<file path="src/rtl/tfile_pkg.sv">
package tfile_pkg;

    localparam int NUM_DEV      = 2;
    localparam int DATA_W       = 8;
    localparam int OFS_W        = 3;
    localparam int HEAD_DEV_BIT = 4;
    localparam int HEAD_LBA_BIT = 6;
    localparam int DC_MASK_BIT  = 1;
    localparam int DC_SRST_BIT  = 2;

    typedef logic [DATA_W-1:0] byte_t;
    typedef logic [OFS_W-1:0]  ofs_t;

    localparam ofs_t OFS_DATA   = 3'd0;
    localparam ofs_t OFS_FEAT   = 3'd1;
    localparam ofs_t OFS_COUNT  = 3'd2;
    localparam ofs_t OFS_SECTOR = 3'd3;
    localparam ofs_t OFS_CYL_LO = 3'd4;
    localparam ofs_t OFS_CYL_HI = 3'd5;
    localparam ofs_t OFS_HEAD   = 3'd6;
    localparam ofs_t OFS_CMD    = 3'd7;
    localparam ofs_t OFS_CTL    = 3'd2;

    localparam byte_t ST_BSY  = 8'h80;
    localparam byte_t ST_DRDY = 8'h40;
    localparam byte_t ST_DSC  = 8'h10;
    localparam byte_t ST_ERR  = 8'h01;
    localparam byte_t ST_IDLE = ST_DRDY | ST_DSC;
    localparam byte_t ST_FAIL = ST_DRDY | ST_ERR;
    localparam byte_t ER_ABRT = 8'h04;
    localparam byte_t ER_DIAG = 8'h01;

    typedef struct packed {
        byte_t status;
        byte_t error;
        byte_t features;
        byte_t count;
        byte_t sector;
        byte_t cyl_lo;
        byte_t cyl_hi;
        byte_t head;
    } devregs_t;

    typedef enum logic [2:0] {
        XK_READ        = 3'd0,
        XK_WRITE       = 3'd1,
        XK_READ_MULTI  = 3'd2,
        XK_WRITE_MULTI = 3'd3,
        XK_SET_MULTI   = 3'd4,
        XK_SET_GEOM    = 3'd5,
        XK_IDENTIFY    = 3'd6
    } xfer_kind_e;

    typedef enum logic [2:0] {
        OC_XFER,
        OC_DONE,
        OC_RECAL,
        OC_DIAG,
        OC_BAD
    } op_class_e;

    typedef struct packed {
        op_class_e  cls;
        xfer_kind_e kind;
    } op_dec_t;

    function automatic op_dec_t decode_opcode(input byte_t op);
        op_dec_t d;
        d.cls  = OC_BAD;
        d.kind = XK_READ;
        case (op)
            8'h20, 8'h21: begin d.cls = OC_XFER; d.kind = XK_READ;        end
            8'h30, 8'h31: begin d.cls = OC_XFER; d.kind = XK_WRITE;       end
            8'hC4:        begin d.cls = OC_XFER; d.kind = XK_READ_MULTI;  end
            8'hC5:        begin d.cls = OC_XFER; d.kind = XK_WRITE_MULTI; end
            8'hC6:        begin d.cls = OC_XFER; d.kind = XK_SET_MULTI;   end
            8'h91:        begin d.cls = OC_XFER; d.kind = XK_SET_GEOM;    end
            8'hEC:        begin d.cls = OC_XFER; d.kind = XK_IDENTIFY;    end
            8'h10:              d.cls = OC_RECAL;
            8'h90:              d.cls = OC_DIAG;
            8'h94, 8'hE0, 8'hE7: d.cls = OC_DONE;
            default:            d.cls = OC_BAD;
        endcase
        return d;
    endfunction

endpackage

</file>
<file path="src/rtl/tfile_devregs.sv">
module tfile_devregs
    import tfile_pkg::*;
(
    input  logic     clk,
    input  logic     rst,
    input  logic     prm_we,
    input  ofs_t     prm_ofs,
    input  byte_t    prm_val,
    input  logic     load_defaults,
    input  logic     mark_ok,
    input  logic     mark_abort,
    input  logic     mark_busy,
    input  logic     recal,
    output devregs_t regs
);

    always_ff @(posedge clk) begin
        if (rst) begin
            regs        <= '0;
            regs.status <= ST_IDLE;
        end else if (load_defaults) begin
            regs.cyl_lo <= '0;
            regs.cyl_hi <= '0;
            regs.head   <= '0;
            regs.sector <= 8'd1;
            regs.count  <= 8'd1;
            regs.error  <= ER_DIAG;
            regs.status <= ST_IDLE;
        end else begin
            if (prm_we) begin
                case (prm_ofs)
                    OFS_FEAT:   regs.features <= prm_val;
                    OFS_COUNT:  regs.count    <= prm_val;
                    OFS_SECTOR: regs.sector   <= prm_val;
                    OFS_CYL_LO: regs.cyl_lo   <= prm_val;
                    OFS_CYL_HI: regs.cyl_hi   <= prm_val;
                    OFS_HEAD:   regs.head     <= prm_val;
                    default: ;
                endcase
            end
            if (recal) begin
                regs.cyl_lo <= '0;
                regs.cyl_hi <= '0;
                regs.head   <= {regs.head[7:4], 4'h0};
                regs.sector <= regs.head[HEAD_LBA_BIT] ? 8'd0 : 8'd1;
            end
            if (mark_abort) begin
                regs.status <= ST_FAIL;
                regs.error  <= ER_ABRT;
            end else if (mark_ok) begin
                regs.status <= ST_IDLE;
            end else if (mark_busy) begin
                regs.status <= ST_BSY;
            end
        end
    end

    AST_ABORT_MARK: assert property (@(posedge clk) disable iff (rst)
        (mark_abort && !load_defaults) |=> (regs.status == ST_FAIL && regs.error == ER_ABRT));

    AST_DEFAULTS_LOAD: assert property (@(posedge clk) disable iff (rst)
        load_defaults |=> (regs.count == 8'd1 && regs.sector == 8'd1 &&
                           regs.error == ER_DIAG && regs.status == ST_IDLE && regs.head == 8'd0));

endmodule

</file>
<file path="src/rtl/tfile_irq.sv">
module tfile_irq (
    input  logic clk,
    input  logic rst,
    input  logic raise,
    input  logic blocked,
    input  logic drop,
    input  logic force_low,
    output logic irq
);

    always_ff @(posedge clk) begin
        if (rst) begin
            irq <= 1'b0;
        end else if (force_low) begin
            irq <= 1'b0;
        end else if (raise && !blocked) begin
            irq <= 1'b1;
        end else if (drop) begin
            irq <= 1'b0;
        end
    end

    AST_REQ_WINS: assert property (@(posedge clk) disable iff (rst)
        (raise && !blocked && !force_low) |=> irq);

    AST_FORCE_LOW: assert property (@(posedge clk) disable iff (rst)
        force_low |=> !irq);

endmodule

</file>
<file path="src/rtl/tfile_front.sv">
module tfile_front
    import tfile_pkg::*;
(
    input  logic                clk,
    input  logic                rst,
    input  logic                cs_cmd,
    input  logic                cs_ctl,
    input  logic [OFS_W-1:0]    addr,
    input  logic                wr_en,
    input  logic                rd_en,
    input  logic [DATA_W-1:0]   wdata,
    output logic [DATA_W-1:0]   rdata,
    input  logic [NUM_DEV-1:0]  media_present,
    input  logic                done_ok,
    input  logic                done_abort,
    output logic                xfer_start,
    output logic [2:0]          xfer_kind,
    output logic                xfer_dev,
    output logic [6*DATA_W-1:0] tf_params,
    output logic                irq
);

    logic       sel_q;
    logic       mask_q;
    logic       srst_q;
    logic       xstart_q;
    xfer_kind_e xkind_q;
    logic       xdev_q;

    devregs_t   dregs [NUM_DEV];
    devregs_t   cur;
    op_dec_t    dec;

    logic media_ok;
    logic cmd_wr, ctl_wr, dc_wr, prm_we, cmd_go;
    logic cmd_ok, cmd_abort, cmd_recal, cmd_diag, cmd_xfer;
    logic srst_fall, reset_all, stat_rd;
    logic irq_raise, irq_block, irq_force;

    assign cur      = dregs[sel_q];
    assign media_ok = media_present[sel_q];
    assign dec      = decode_opcode(wdata);

    assign cmd_wr = cs_cmd && wr_en;
    assign ctl_wr = cs_ctl && !cs_cmd && wr_en;
    assign dc_wr  = ctl_wr && (addr == OFS_CTL);
    assign prm_we = cmd_wr && (addr != OFS_DATA) && (addr != OFS_CMD);
    assign cmd_go = cmd_wr && (addr == OFS_CMD);

    assign cmd_abort = cmd_go && (!media_ok || dec.cls == OC_BAD);
    assign cmd_recal = cmd_go && media_ok && (dec.cls == OC_RECAL);
    assign cmd_ok    = cmd_go && media_ok && (dec.cls == OC_DONE || dec.cls == OC_RECAL);
    assign cmd_diag  = cmd_go && media_ok && (dec.cls == OC_DIAG);
    assign cmd_xfer  = cmd_go && media_ok && (dec.cls == OC_XFER);

    assign srst_fall = dc_wr && srst_q && !wdata[DC_SRST_BIT];
    assign reset_all = cmd_diag || srst_fall;

    assign stat_rd   = cs_cmd && rd_en && (addr == OFS_CMD) && media_ok;
    assign irq_raise = cmd_ok || cmd_abort || done_ok || done_abort;
    assign irq_block = dc_wr ? wdata[DC_MASK_BIT] : mask_q;
    assign irq_force = dc_wr && wdata[DC_MASK_BIT];

    genvar g;
    generate
        for (g = 0; g < NUM_DEV; g++) begin : g_dev
            logic is_sel;
            logic is_own;
            assign is_sel = (sel_q == 1'(g));
            assign is_own = (xdev_q == 1'(g));

            tfile_devregs u_regs (
                .clk           (clk),
                .rst           (rst),
                .prm_we        (prm_we),
                .prm_ofs       (addr),
                .prm_val       (wdata),
                .load_defaults (reset_all),
                .mark_ok       ((cmd_ok && is_sel) || (done_ok && is_own)),
                .mark_abort    ((cmd_abort && is_sel) || (done_abort && is_own)),
                .mark_busy     (cmd_xfer && is_sel),
                .recal         (cmd_recal && is_sel),
                .regs          (dregs[g])
            );
        end
    endgenerate

    tfile_irq u_irq (
        .clk       (clk),
        .rst       (rst),
        .raise     (irq_raise),
        .blocked   (irq_block),
        .drop      (stat_rd),
        .force_low (irq_force),
        .irq       (irq)
    );

    always_ff @(posedge clk) begin
        if (rst) begin
            sel_q    <= 1'b0;
            mask_q   <= 1'b0;
            srst_q   <= 1'b0;
            xstart_q <= 1'b0;
            xkind_q  <= XK_READ;
            xdev_q   <= 1'b0;
        end else begin
            if (reset_all) begin
                sel_q <= 1'b0;
            end else if (prm_we && addr == OFS_HEAD) begin
                sel_q <= wdata[HEAD_DEV_BIT];
            end
            if (dc_wr) begin
                mask_q <= wdata[DC_MASK_BIT];
                srst_q <= wdata[DC_SRST_BIT];
            end
            xstart_q <= cmd_xfer;
            if (cmd_xfer) begin
                xkind_q <= dec.kind;
                xdev_q  <= sel_q;
            end
        end
    end

    always_comb begin
        rdata = '0;
        if (rd_en && cs_cmd) begin
            if (media_ok) begin
                case (addr)
                    OFS_FEAT:   rdata = cur.error;
                    OFS_COUNT:  rdata = cur.count;
                    OFS_SECTOR: rdata = cur.sector;
                    OFS_CYL_LO: rdata = cur.cyl_lo;
                    OFS_CYL_HI: rdata = cur.cyl_hi;
                    OFS_HEAD:   rdata = cur.head;
                    OFS_CMD:    rdata = cur.status;
                    default:    rdata = '0;
                endcase
            end
        end else if (rd_en && cs_ctl && addr == OFS_CTL) begin
            rdata = cur.status;
        end
    end

    assign xfer_start = xstart_q;
    assign xfer_kind  = xkind_q;
    assign xfer_dev   = xdev_q;
    assign tf_params  = {cur.features, cur.count, cur.sector, cur.cyl_lo, cur.cyl_hi, cur.head};

    AST_IRQ_MASKED: assert property (@(posedge clk) disable iff (rst)
        $rose(irq) |-> !mask_q);

    AST_STAT_CLEARS: assert property (@(posedge clk) disable iff (rst)
        (stat_rd && !irq_raise) |=> !irq);

    AST_NOMEDIA_NOSTART: assert property (@(posedge clk) disable iff (rst)
        (cmd_go && !media_ok) |=> !xfer_start);

    AST_RESET_DEV0: assert property (@(posedge clk) disable iff (rst)
        reset_all |=> !sel_q);

endmodule

</file>
<file path="config.mk">
export PLATFORM = sky130hd
export DESIGN_NAME = tfile_front
export DESIGN_NICKNAME = d
export VERILOG_FILES = /design/src/rtl/tfile_pkg.sv /design/src/rtl/tfile_devregs.sv /design/src/rtl/tfile_irq.sv /design/src/rtl/tfile_front.sv
export SDC_FILE = /design/constraint.sdc
export NUM_CORES = 1
export LEC_CHECK = 0
export BUFFER_PORTS_ARGS = -buffer_cell sky130_fd_sc_hd__clkbuf_2
export CORE_AREA = 5 5 109 152
export CTS_CLUSTER_DIAMETER = 60
export CTS_CLUSTER_SIZE = 8
export DETAILED_ROUTE_END_ITERATION = 8
export DIE_AREA = 0 0 114 157
export PLACE_DENSITY = 0.68
export SKIP_CTS_REPAIR_TIMING = 1
export SLEW_MARGIN = 20
export SYNTH_ARGS = -nofsm -noshare
export SYNTH_HDL_FRONTEND = slang
export SYNTH_HIERARCHICAL = 1
export SYNTH_SLANG_ARGS = --single-unit
export TNS_END_PERCENT = 10
</file>
<file path="constraint.sdc">
create_clock -name clk -period 2.6 [get_ports clk]
set_input_delay 0.26 -clock clk [delete_from_list [all_inputs] [get_ports clk]]
set_output_delay 0.26 -clock clk [all_outputs]
set_load 0.005 [all_outputs]
</file>
==> results by group, run 1 <==
STA
  – Final max-slew violation count: 0
  – Worst-Margin Slew: 662 ps
  – Setup TNS: 0 ps
  – Tcrit/Tclk final: 97.8%
  – Fin crit period: 2540 ps
  – Final setup margin: 57.8 ps
  – Clk_skew: 7.92 ps
  – Fmax: 393 MHz
  – Slew HR: 55.9%
  – Final Hold Viols: 0
  – Final setup fails: 0
  – Final Hold Slack: 180 ps

Yosys
  – Syn Inst Count: 756
  – Synth warn: 6
  – Syn_area_per_cell: 8.73 sq um
  – Sequential element share of the synthesized area: 35.5%
  – Most used flip-flop cell after synthesis: dfxtp_1
  – Yosys cell types: 57
  – Post-synth EDFFs: 0
  – #FFs+latches synth: 117
  – Ys async rst share: 0%
  – Syn Std Cell Area: 6600 sq um

GRT
  – Global-route wire length before repair: 30600 microns
  – Initial antenna violation count: 1
  – Pin count of the biggest net entering global routing: 55
  – Grt ovf: 0
  – Overall routing resource usage: 22.0%
  – Vias in the first global route: 5571

Floorplanning
  – Die area: 17900 sq um
  – Core ar.: 14900 sq um
  – Cell Rows: 53
  – Die X: 114 microns
  – Top Ports: 83
  – Initial Util: 44.2%
  – Die Y: 157 microns

Placement
  – GP Congestion: 0.866
  – Dpl cell area: 7160 sq um
  – Pre-CTS setup slack: 160 ps
  – Final HPWL DP: 14000 microns
  – Port-buffer cells: 82
  – Placed Cells: 1007

Drt
  – Post-DR wirelength/cell: 19.2 microns
  – DRC violations left: 0
  – Drt total wl: 20000 microns
  – Drt initial violations: 450
  – DR vias/cell: 5.58
  – Via count: 5805
  – Initial DRT Pass Iterations: 6
  – Detail Route Antenna Nets: 0

Pwr
  – Total power: 4.52 mW
  – Switching Share: 24.7%
  – Leakage power: 2.99 nW
  – Power Internal: 3.40 mW
  – Max IR drop VDD: 0.000384 V
  – Pwr Density: 579 nW/um^2
  – Seq pwr share: 40.4%
  – Comb pwr share: 8.6%
  – Sw power: 1.12 mW
  – Clock Power Share: 51.0%

Hold path
  – Hold Path Class: in2reg

Worst setup path
  – Crit path required time: 2340 ps
  – Worst path arrival time: 2280 ps
  – Crit path max fanout: 27
  – Worst setup EP type: primary output
  – Startpoint types: flip-flop
  – Setup CP Type: reg2out
  – R2R setup slack: 220 ps

Finish
  – Multi-input logic area: 3830 sq um
  – Layout area overhead: 18.2%
  – Nets: 856
  – Layout cell share with drive strength beyond 1: 28.9%
  – Fill count: 1423
  – Cell area after layout: 7800 sq um
  – Sequential cell area: 2350 sq um
  – Layout Utilization: 52.3%
  – Final std cells w/o fill: 1041

Clocking
  – Reg clk slew, reported paths: 60 ps
  – # H-tree levels: 4
  – Worst-Skew Late Latency: 410 ps
  – Total clock sinks: 117
  – TritonCTS buffer count: 17
  – Clock root buffer master: clkbuf_16
  – TritonCTS clock tree: done
  – Max Root-Sink Buffers: 2

Run status
  – Status: completed

Run
  – Max-cap viol count: 0
[critical path, cell delays in order, from the launching register on]
cell and delay, ps:
dfxtp_4 410, buf_16 210, mux2_2 240, nor2_1 80, o311a_1 370, a31oi_4 210
o2bb2ai_1 170, clkbuf_2 150
[synthesized netlist by cell type (6+ instances only)]
cell | instances | area, sq um
a21oi_1 | 37 | 185
a21oi_2 | 24 | 210
and2_1 | 7 | 43.8
and4b_1 | 7 | 70.1
buf_1 | 6 | 22.5
buf_2 | 16 | 80.1
buf_4 | 24 | 180
buf_6 | 8 | 90.1
clkbuf_1 | 20 | 75.1
dfxtp_1 | 117 | 2340
inv_1 | 16 | 60.1
mux2_2 | 51 | 574
mux2i_1 | 62 | 621
mux4_2 | 6 | 135
nand2_1 | 101 | 379
nand2b_1 | 39 | 244
nand3_1 | 10 | 50.1
nand3b_1 | 8 | 60.1
nand4b_1 | 8 | 70.1
nor2_1 | 75 | 282
nor2b_1 | 7 | 43.8
nor3_1 | 10 | 50.1
o21ai_0 | 17 | 85.1
o311ai_0 | 6 | 52.6
[cell usage in the layout, fill, tap and decap left out, types with 4 or more instances in the layout]
| cell type | instances |
|---|---|
| a211oi_1 | 5 |
| a21oi_1 | 37 |
| a21oi_2 | 24 |
| and2_1 | 7 |
| and4b_1 | 7 |
| buf_4 | 32 |
| clkbuf_16 | 19 |
| clkbuf_2 | 82 |
| clkinv_2 | 4 |
| clkinvlp_4 | 4 |
| conb_1 | 20 |
| dfxtp_1 | 116 |
| inv_1 | 16 |
| mux2_2 | 51 |
| mux2i_1 | 62 |
| mux4_2 | 6 |
| nand2_1 | 101 |
| nand2b_1 | 39 |
| nand3_1 | 10 |
| nand3b_1 | 8 |
| nand4b_1 | 8 |
| nor2_1 | 75 |
| nor2b_1 | 7 |
| nor3_1 | 10 |
| o21ai_0 | 17 |
| o21bai_1 | 5 |
| o22ai_1 | 5 |
| o31a_1 | 5 |
[state kept, by name (all words and copies together) (netlist names)]
register / flops
u_irq/irq: 1
srst_q: 1
g_dev.u_regs/regs: 108
xfer_start: 1
xfer_dev: 1
xfer_kind: 3
mask_q: 1
g_dev.is_sel: 1
[routing by layer]
layer / track usage, % / vias to the layer above / share of wire, %
met5: 0 / - / 0
met4: 10.4 / 0 / 3.6
met3: 3.62 / 51 / 6.2
met2: 37.0 / 224 / 50
met1: 27.4 / 2769 / 40
li1: - / 2761 / -
[path summary, 6_finish.rpt]
path / startpoint / to / cells after the start
worst min register to register: g_dev[1].u_regs/regs[2]$_SDFFE_PP0P_ / g_dev[1].u_regs/regs[2]$_SDFFE_PP0P_ / 2
worst max register to register: g_dev[1].is_sel$_SDFFE_PP0P_ / g_dev[1].u_regs/regs[60]$_SDFFE_PP1P_ / 8
worst min-delay path: wdata[2] / srst_q$_SDFFE_PP0P_ / 3
worst max-delay path: g_dev[1].is_sel$_SDFFE_PP0P_ / rdata[6] / 7
[final cells by class]
cell class / instances / share of cell area, %
Antenna cell: 1 / 0.0321
Clock buffer: 21 / 6.30
Clock inverter: 11 / 1.25
Inverter: 16 / 0.770
Multi-Input combinational cell: 565 / 49.1
Sequential cell: 117 / 30.1
Tap cell: 192 / 3.08
Timing Repair Buffer: 118 / 9.41
[power by group through the flow]
stage	combinational (mW)	clock, mW	sequential [mW]
2_1_floorplan	0.248	0	1.86
3_3_place_gp	0.374	0	1.86
3_5_place_dp	0.377	0	1.86
4_1_cts	0.379	2.34	1.83
5_1_grt	0.419	2.42	1.83
6_report	0.390	2.30	1.83
[kinds of logic (layout without fill, tap and decap cells)]
kind of cell	after synthesis	after routing	share of synthesized area, %
simple gates	298	298	23.1
xor+xnor	1	1	0.133
other cells	2	21	0.114
flops	117	117	35.5
buf+inv	92	166	7.85
compound gates	126	126	13.0
mux	120	120	20.3
No activity file was read; power rests on OpenSTA's default activity.
==> run 2, diff against run 1 <==
ABC_AREA = 1   (was default)
CORE_AREA = 5 5 108 151   (was 5 5 109 152)
DIE_AREA = 0 0 113 156   (was 0 0 114 157)
PLACE_DENSITY = 0.69   (was 0.68)
==> results by group, run 2 <==
Clocking
  – TritonCTS buffer count: 17
  – # H-tree levels: 4
  – Max Root-Sink Buffers: 2
  – Total clock sinks: 117
  – Reg clk slew, reported paths: 60 ps
  – TritonCTS clock tree: done
  – Clock root buffer master: clkbuf_16
  – Worst-Skew Late Latency: 410 ps

STA
  – Slew HR: 48.3%
  – Fin crit period: 2440 ps
  – Worst-Margin Slew: 774 ps
  – Final setup fails: 0
  – Clk_skew: 7.32 ps
  – Final Hold Viols: 0
  – Fmax: 410 MHz
  – Final max-slew violation count: 0
  – Final setup margin: 160 ps
  – RSZ-0062 raised after global routing: false
  – Tcrit/Tclk final: 93.8%

Yosys
  – Yosys top cell by area: dfxtp_1
  – Syn Inst Count: 1022
  – Ys async rst share: 0%
  – #FFs+latches synth: 117
  – Synth top area share: 35.9%
  – Sequential element share of the synthesized area: 35.9%
  – Synth area leaders: dfxtp_1 36%, nand2_1 18%, nor2_1 11%
  – Synth warn: 6
  – Syn_area_per_cell: 6.39 sq um
  – Most used flip-flop cell after synthesis: dfxtp_1
  – Most frequent cell after synthesis: nand2_1
  – Post-synth EDFFs: 0
  – Syn Std Cell Area: 6530 sq um
  – Synth cell count leaders: 315 x nand2_1, 188 x nor2_1, 117 x dfxtp_1, 58 x inv_1, 58 x nand3_1
  – Yosys cell types: 34

GRT
  – Global-route wire length before repair: 33700 microns
  – Met1 global-route usage: 28.7%
  – Met3 Use GR: 4.11%
  – Vias in the first global route: 6545
  – Pin count of the biggest net entering global routing: 73
  – Top Usage Layer GRT: met2
  – Initial antenna violation count: 0
  – Overall routing resource usage: 24.1%
  – GRT met2 Usage: 42.0%
  – Grt ovf: 0

Hold path
  – Hold Crit Start: wr_en
  – Hold Path Class: in2reg
  – Hold Path Stages: 3
  – WHS Endpoint: srst_q$_SDFFE_PP0P_

Finish
  – Final std cells w/o fill: 1339
  – Layout cell share with drive strength beyond 1: 18.9%
  – Most frequent cells in the layout: 315 x nand2_1, 187 x nor2_1, 116 x dfxtp_1
  – Layout area overhead: 21.0%
  – Commonest non-fill, non-tap cell in the layout: nand2_1
  – Top reg by flops: g_dev.u_regs/regs
  – Max reg flops: 108
  – Nets: 1155
  – Cell area after layout: 7900 sq um
  – Layout Utilization: 53.4%
  – N_diodes: 0

Run status
  – Status: completed

Drt
  – Drt total wl: 21100 microns
  – Via count: 6861
  – Post-DR wirelength/cell: 15.8 microns
  – DR vias/cell: 5.12
  – DRC violations left: 0
  – Detail Route Antenna Nets: 0
  – Initial DRT Pass Iterations: 5
  – Drt initial violations: 546

Worst setup path
  – R2R Path End: g_dev[1].u_regs/regs[19]$_SDFFE_PP0P_
  – R2R Path Start: g_dev[1].is_sel$_SDFFE_PP0P_
  – Startpoint types: flip-flop
  – R2R setup slack: 350 ps
  – Crit path max fanout: 72
  – Setup CP Type: reg2out
  – Worst setup EP type: primary output
  – CP cell instances: buf_6, nand2_1, nand2_1, a22oi_1, nand3_1, nand2_1, o21ai_1, clkbuf_2
  – CP dominant cell by count: nand2_1
  – Worst-case reg-to-reg path depth: 11
  – Crit path required time: 2340 ps
  – Slowest Stage Delay on Critical Path: 470 ps
  – Worst path arrival time: 2180 ps
  – Slowest cell on crit path: buf_6

Placement
  – Pre-CTS setup slack: 189 ps
  – Dpl cell area: 7280 sq um
  – Placed Cells: 1307
  – Final HPWL DP: 15700 microns
  – Port-buffer cells: 82
  – GP Congestion: 0.916

Floorplanning
  – Core ar.: 14800 sq um
  – Initial Util: 44.2%
  – Cell Rows: 53
  – Die X: 113 microns
  – Top Ports: 83
  – Die Y: 156 microns
  – Die area: 17600 sq um

Run
  – Max-cap viol count: 0

Pwr
  – Pwr Density: 595 nW/um^2
  – Leakage power: 3.78 nW
  – Max IR drop VDD: 0.000439 V
## run 2: cell types whose count changed after synthesis, sizes merged, moves of 12 or more
cell    before  now
a21oi       61   49
inv         16   75
mux2        52    0
nand2      101  328
nand3       10   59
buf         54   33
nor2        77  204
mux2i       62    2
nand2b      39    0
o21ai       17   77
## run 2: how the worst max path moves through the flow
stage / startpoint / endpoint / slack, ps
after floorplan: addr[1] / g_dev[0].u_regs/regs[16]$_SDFFE_PP0P_ / 250
after global placement: media_present[1] / g_dev[1].u_regs/regs[2]$_SDFFE_PP0P_ / 40
after detailed placement: addr[0] / g_dev[0].u_regs/regs[17]$_SDFFE_PP0P_ / 190
after CTS: g_dev[1].is_sel$_SDFFE_PP0P_ / rdata[4] / -10
after global routing: g_dev[1].is_sel$_SDFFE_PP0P_ / rdata[2] / 10
final: g_dev[1].is_sel$_SDFFE_PP0P_ / rdata[3] / 160
## run 2: cell type report
type,count,area [sq um]
clock buffers,18,439
well taps,192,240
fillers,1497,6890
clock inverters,14,175
inverters,79,299
repair buffers,119,696
multi-input cells,800,3710
flip-flops and latches,117,2340
## run 2: report_power, final
| part | total, mW | switching [mW] | internal, mW |
|---|---|---|---|
| Sequential | 1.84 | 0.0162 | 1.83 |
| Combinational | 0.438 | 0.303 | 0.136 |
| Clock | 2.42 | 0.882 | 1.54 |
## run 2: metrics by stage
| stage | TNS (ps) | power, mW | hold WS [ps] |
|---|---|---|---|
| floorplan | 0 | 2.14 | 329 |
| global placement | 0 | 2.31 | 443 |
| detailed placement | 0 | 2.31 | 448 |
| CTS | -15.8 | 4.73 | 215 |
| global route | 0 | 4.86 | 247 |
| finish | 0 | 4.70 | 226 |
## run 2: cell families (layout without fill, tap and decap cells)
group / after synthesis / after routing / share of synthesized area [%]
buffers and inverters: 123 / 230 / 8.45
AO/OA/AOI/OAI: 133 / 133 / 10.5
AND/OR/NAND/NOR: 645 / 645 / 44.7
other: 2 / 20 / 0.115
multiplexers: 2 / 2 / 0.307
flip-flops: 117 / 117 / 35.9
## run 2: per-layer routing
layer | part of all wire [%] | wire (microns) | vias up
li1 | - | - | 3447
met5 | 0 | 0 | -
met1 | 41 | 8660 | 3093
met3 | 5.9 | 1240 | 53
met2 | 49 | 10300 | 268
met4 | 4.2 | 884 | 0
## run 2: critical path, delay by kind of cell (launching register included)
family          cells  cell delay (ps)
compound gates      2              260
simple gates        4              520
buf+inv             2              610
flops               1              350
